===== src/rtl/mbx_irq_pkg.sv =====
package mbx_irq_pkg;
  localparam int SEL_W = 3;

  typedef enum logic [SEL_W-1:0] {
    SEL_EN_SET = 3'd0,
    SEL_EN_CLR = 3'd1,
    SEL_RAW    = 3'd2,
    SEL_MASKED = 3'd3,
    SEL_EOI    = 3'd4
  } regSel_e;

  // strobes from control to datapath, qualified by a one-hot user vector
  typedef struct packed {
    logic setEn;
    logic clrEn;
    logic ack;
    logic eoi;
  } strobe_t;
endpackage


===== src/rtl/mbx_irq_decode.sv =====
module mbx_irq_decode
  import mbx_irq_pkg::*;
#(
  parameter int NUM_USERS = 4,
  localparam int USER_W = (NUM_USERS > 1) ? $clog2(NUM_USERS) : 1,
  localparam int ADDR_W = USER_W + SEL_W
) (
  input  logic                 regWrEn,
  input  logic [ADDR_W-1:0]    regAddr,
  output strobe_t              strb,
  output logic [NUM_USERS-1:0] userHot,
  output logic [USER_W-1:0]    rdUser,
  output logic [SEL_W-1:0]     rdSel
);
  logic [SEL_W-1:0] sel;

  assign sel    = regAddr[SEL_W-1:0];
  assign rdUser = regAddr[ADDR_W-1:SEL_W];
  assign rdSel  = sel;

  always_comb begin
    for (int u = 0; u < NUM_USERS; u++) begin
      userHot[u] = (rdUser == USER_W'(u));
    end
  end

  always_comb begin
    strb = '0;
    if (regWrEn) begin
      case (sel)
        SEL_EN_SET: strb.setEn = 1'b1;
        SEL_EN_CLR: strb.clrEn = 1'b1;
        SEL_MASKED: strb.ack   = 1'b1;
        SEL_EOI:    strb.eoi   = 1'b1;
        default:    strb       = '0;
      endcase
    end
  end
endmodule


===== src/rtl/mbx_irq_core.sv =====
module mbx_irq_core
  import mbx_irq_pkg::*;
#(
  parameter int NUM_USERS = 4,
  parameter int EVT_W     = 8,
  localparam int USER_W = (NUM_USERS > 1) ? $clog2(NUM_USERS) : 1
) (
  input  logic                       clk,
  input  logic                       rstN,
  input  logic [NUM_USERS*EVT_W-1:0] evtFlat,
  input  logic [NUM_USERS-1:0]       pulseMode,
  input  strobe_t                    strb,
  input  logic [NUM_USERS-1:0]       userHot,
  input  logic [EVT_W-1:0]           wrData,
  input  logic [USER_W-1:0]          rdUser,
  input  logic [SEL_W-1:0]           rdSel,
  output logic [EVT_W-1:0]           rdData,
  output logic [NUM_USERS*EVT_W-1:0] enMask,
  output logic [NUM_USERS*EVT_W-1:0] rawStat,
  output logic [NUM_USERS-1:0]       irqOut
);
  logic [NUM_USERS*EVT_W-1:0] maskedStat;

  for (genvar u = 0; u < NUM_USERS; u++) begin : g_user
    logic [EVT_W-1:0] enQ, rawQ, setBits, clrBits, ackBits, evtBits, masked;
    logic armed, anyPend, fire;

    assign setBits = (userHot[u] && strb.setEn) ? wrData : '0;
    assign clrBits = (userHot[u] && strb.clrEn) ? wrData : '0;
    assign ackBits = (userHot[u] && strb.ack)   ? wrData : '0;
    assign evtBits = evtFlat[u*EVT_W +: EVT_W];
    assign masked  = rawQ & enQ;
    assign anyPend = |masked;
    assign fire    = armed && anyPend;

    always_ff @(posedge clk or negedge rstN) begin
      if (!rstN) begin
        enQ   <= '0;
        rawQ  <= '0;
        armed <= 1'b1;
      end else begin
        enQ  <= (enQ | setBits) & ~clrBits;
        rawQ <= (rawQ & ~ackBits) | evtBits;
        if (!pulseMode[u] || (userHot[u] && strb.eoi)) armed <= 1'b1;
        else if (fire)                                 armed <= 1'b0;
      end
    end

    assign enMask[u*EVT_W +: EVT_W]     = enQ;
    assign rawStat[u*EVT_W +: EVT_W]    = rawQ;
    assign maskedStat[u*EVT_W +: EVT_W] = masked;
    assign irqOut[u] = pulseMode[u] ? fire : anyPend;
  end

  always_comb begin
    case (rdSel)
      SEL_EN_SET, SEL_EN_CLR: rdData = enMask[rdUser*EVT_W +: EVT_W];
      SEL_RAW:                rdData = rawStat[rdUser*EVT_W +: EVT_W];
      SEL_MASKED:             rdData = maskedStat[rdUser*EVT_W +: EVT_W];
      default:                rdData = '0;
    endcase
  end
endmodule


===== src/rtl/mbx_irq_ctl.sv =====
module mbx_irq_ctl
  import mbx_irq_pkg::*;
#(
  parameter int NUM_USERS  = 4,
  parameter int NUM_QUEUES = 4,
  localparam int EVT_W  = 2 * NUM_QUEUES,
  localparam int USER_W = (NUM_USERS > 1) ? $clog2(NUM_USERS) : 1,
  localparam int ADDR_W = USER_W + SEL_W
) (
  input  logic                            clk,
  input  logic                            rstN,
  input  logic [NUM_USERS*NUM_QUEUES-1:0] newMsgEvt,
  input  logic [NUM_USERS*NUM_QUEUES-1:0] notFullEvt,
  input  logic [NUM_USERS-1:0]            pulseMode,
  input  logic                            regWrEn,
  input  logic [ADDR_W-1:0]               regAddr,
  input  logic [EVT_W-1:0]                regWrData,
  output logic [EVT_W-1:0]                regRdData,
  output logic [NUM_USERS-1:0]            irqOut
);
  strobe_t                    strb;
  logic [NUM_USERS-1:0]       userHot, ackHot, eoiHot;
  logic [USER_W-1:0]          rdUser;
  logic [SEL_W-1:0]           rdSel;
  logic [NUM_USERS*EVT_W-1:0] evtFlat, enMask, rawStat;

  for (genvar u = 0; u < NUM_USERS; u++) begin : g_map
    for (genvar q = 0; q < NUM_QUEUES; q++) begin : g_q
      assign evtFlat[u*EVT_W + 2*q]     = newMsgEvt[u*NUM_QUEUES + q];
      assign evtFlat[u*EVT_W + 2*q + 1] = notFullEvt[u*NUM_QUEUES + q];
    end
  end

  assign ackHot = userHot & {NUM_USERS{strb.ack}};
  assign eoiHot = userHot & {NUM_USERS{strb.eoi}};

  mbx_irq_decode #(.NUM_USERS(NUM_USERS)) u_decode (
    .regWrEn(regWrEn), .regAddr(regAddr), .strb(strb),
    .userHot(userHot), .rdUser(rdUser), .rdSel(rdSel)
  );

  mbx_irq_core #(.NUM_USERS(NUM_USERS), .EVT_W(EVT_W)) u_core (
    .clk(clk), .rstN(rstN), .evtFlat(evtFlat), .pulseMode(pulseMode),
    .strb(strb), .userHot(userHot), .wrData(regWrData),
    .rdUser(rdUser), .rdSel(rdSel), .rdData(regRdData),
    .enMask(enMask), .rawStat(rawStat), .irqOut(irqOut)
  );
endmodule


===== config.mk =====
export PLATFORM = sky130hd
export DESIGN_NAME = mbx_irq_ctl
export DESIGN_NICKNAME = d
export VERILOG_FILES = /design/src/rtl/mbx_irq_pkg.sv /design/src/rtl/mbx_irq_decode.sv /design/src/rtl/mbx_irq_core.sv /design/src/rtl/mbx_irq_ctl.sv
export SDC_FILE = /design/constraint.sdc
export NUM_CORES = 1
export LEC_CHECK = 0
export ABC_CLOCK_PERIOD_IN_PS = 1500
export BUFFER_PORTS_ARGS = -buffer_cell sky130_fd_sc_hd__buf_2
export CORE_MARGIN = 1
export CORE_UTILIZATION = 55
export DETAILED_ROUTE_END_ITERATION = 7
export GPL_TIMING_DRIVEN = 0
export PLACE_DENSITY = 0.8
export SYNTH_ARGS = -nofsm -noshare
export SYNTH_HDL_FRONTEND = slang
export SYNTH_SLANG_ARGS = --single-unit

===== constraint.sdc =====
create_clock -name clk -period 1.5 [get_ports clk]
set_input_delay 0.075 -clock clk [delete_from_list [all_inputs] [get_ports clk]]
set_output_delay 0.075 -clock clk [all_outputs]
set_load 0.01 [all_outputs]

==> impl_metrics.env <==
export IMPL_outcome="complete, but fails checks"
export IMPL_synth_edf_count=0
export IMPL_pin_count=64
export IMPL_async_flop_share_pct=100
export IMPL_fin_cells=533
export IMPL_finalPower_mw=5.25
export IMPL_clockBufferDepth=2
export IMPL_min_path_cells=3
export IMPL_num_vias=3647
export IMPL_area_growth_pct=42.4
export IMPL_ant_nets=0
export IMPL_grt_pass1_vias=3417
export IMPL_hold_viol=0
export IMPL_finalWorstSetupSlack_ns=-0.283
export IMPL_slew_viol_final=0
export IMPL_core_area_mm2=0.00564
export IMPL_cts_tree="done"
export IMPL_reg2reg_depth=7
export IMPL_place_congestion=0.906
export IMPL_finClkSkew_ns=0.0117
export IMPL_crit_end="irqOut[0]"
export IMPL_timing_final_crit_share_pct=119
export IMPL_critPathLaunchType="flip-flop"
export IMPL_path_class="flip-flop to output port"
export IMPL_clk_pin_slew_ns=0.08
export IMPL_port_buffers=61
export IMPL_drive_above_1_share_pct=36.2
export IMPL_synthFlopType="dfrtp_1"
export IMPL_placed_cells=442
export IMPL_syn_area_mm2=0.00331
export IMPL_arrival_ns=1.71
export IMPL_clock_latency_ns=0.37
export IMPL_cts_max_level=3
export IMPL_track_usage_pct=36.0
export IMPL_path_max_fanout=2
export IMPL_diodes=0
export IMPL_first_iter_violations=601
export IMPL_avgRoutedWirePerCell_um=22.8
export IMPL_rrSetupSlack_ns=0.04
export IMPL_layout_nets=509
export IMPL_dr_pass1_iters=6
export IMPL_rsz0062_at_grt="true"
export IMPL_layout_commonest_cell="a21oi_1"
export IMPL_ys_seq_area_share_pct=51.6
export IMPL_fillers=318
export IMPL_grt_max_degree=69
export IMPL_die_width_um=79.6
export IMPL_hold_class="input port to flip-flop"
export IMPL_cts_buffers_inserted=9
export IMPL_r2r_end="u_core.g_user[3].armed"
export IMPL_die_area_mm2=0.00633
export IMPL_peakVddDrop_mv=0.874
export IMPL_routed_wl_um=12200
export IMPL_p_leak_nw=1.91
export IMPL_synthDistinctLibCells=26
export IMPL_grt_overflow_total=0
export IMPL_r2r_start="u_core.g_user[3].enQ[3]"
export IMPL_setup_viol=37
export IMPL_crit_start="u_core.g_user[0].enQ[0]"
export IMPL_slew_headroom_pct=39.9
export IMPL_syn_avg_cell_area_um2=10.7
export IMPL_p_per_area_mw_per_mm2=1120
export IMPL_timing_final_crit_period_ns=1.78
export IMPL_dp_hpwl_um=6290
export IMPL_grt_first_pass_wirelength_um=16400
export IMPL_rows=27
export IMPL_worst_ep_required_time_ns=1.42
export IMPL_final_cell_mix="a21oi_1, dfrtp_1, buf_2"
export IMPL_synthCells=309
export IMPL_max_freq_mhz=561
export IMPL_crit_path_end_kind="output port"
export IMPL_antenna_found_initial=0
export IMPL_max_slew_worst_pin_slew_ns=0.899
export IMPL_synth_seq_cells=68
export IMPL_syn_nets=361
export IMPL_cts_sinks=68
export IMPL_initial_core_util_pct=58.6
export IMPL_yosysWarnings=0
export IMPL_cts_root_buf="clkbuf_8"
export IMPL_drc=0
export IMPL_drv_cap=0
export IMPL_vias_per_cell=6.84
export IMPL_die_h_um=79.6
export IMPL_violations="negative setup slack"
sequential cells by signal (all words and copies together) (netlist names):
signal / flops
u_core.g_user.enQ: 32
u_core.g_user.rawQ: 32
u_core.g_user.armed: 4
cell usage after synthesis, types with 4 or more instances:
master	instances	share of area, %
a21oi_1	69	10
mux4_2	15	10
dfrtp_1	64	48
o22ai_1	7	1.3
dfstp_2	4	3.2
nand2_1	38	4.3
nor2_1	15	1.7
clkbuf_1	12	1.4
a22oi_1	16	3.6
o2111ai_1	4	1.1
inv_1	7	0.79
and4_1	5	1.3
a21o_1	32	7.3
worst min-delay path by stage:
stage,start,to
after CTS,regWrData[0],u_core.g_user[2].rawQ[0]
after global placement,notFullEvt[8],u_core.g_user[2].rawQ[1]
after global routing,regWrData[2],u_core.g_user[3].rawQ[2]
final,regWrData[2],u_core.g_user[3].rawQ[2]
after detailed placement,rstN,u_core.g_user[1].rawQ[6]
after floorplan,rstN,u_core.g_user[0].enQ[0]
report_power, final:
part / total (mW) / internal [mW] / switching [mW]
clock: 1.77 / 1.02 / 0.759
sequential: 2.19 / 2.03 / 0.164
combinational: 1.29 / 0.660 / 0.628
total: 5.25 / 3.70 / 1.55
worst max-delay path, stage by stage (launching register included):
cell     delay (ns)
dfrtp_1        0.43
buf_4          0.15
buf_6          0.11
a22oi_2        0.24
and4_1         0.24
a21oi_1        0.04
buf_2          0.13
logic make-up after synthesis:
family	share of synthesized area, %
buffers and inverters	2.80
muxes	10.2
AOI/OAI and AO/OA	24.7
DFF	51.6
and+or+nand+nor	10.7
routing by layer:
layer  global-route usage (%)  share of wire (%)
met5                        0               0.22
met4                     25.3                8.8
met3                     11.7                 13
met2                     56.2                 46
met1                     41.9                 33
area by class of cell:
type / count / area, um^2 / share of cell area, %
Buffer: 15 / 67.6 / 1.43
Clock buffer: 11 / 151 / 3.21
Clock inverter: 4 / 72.6 / 1.54
Inverter: 8 / 30.0 / 0.638
Multi-Input combinational cell: 218 / 1610 / 34.1
Sequential cell: 68 / 1710 / 36.2
Tap cell: 72 / 90.1 / 1.91
Timing Repair Buffer: 137 / 986 / 20.9
timing repair:
item	CTS	global route
setup endpoints to repair	28	28
resized for setup	8	24
pin swaps	5	7
hold buffers	37	0
endpoints found under the hold margin	100	0
buffers inserted	27	13
stage by stage:
step / setup TNS [ns] / setup slack (ns) / area [um^2] / util (%) / hold slack [ns]
2_1_floorplan: 0 / 0.125 / 3310 / - / -0.221
3_5_place_dp: -16.37 / -0.485 / 3710 / 65.7 / 0.238
3_3_place_gp: -12.24 / -0.394 / 3700 / 65.6 / 0.251
6_report: -3.89 / -0.283 / 4710 / 83.5 / 0.00481
4_1_cts: -1.95 / -0.198 / 4530 / 80.4 / 0.00290
5_1_grt: -3.94 / -0.325 / 4710 / 83.5 / 0.0177
Note: power is estimated with default switching activity, not from simulation.
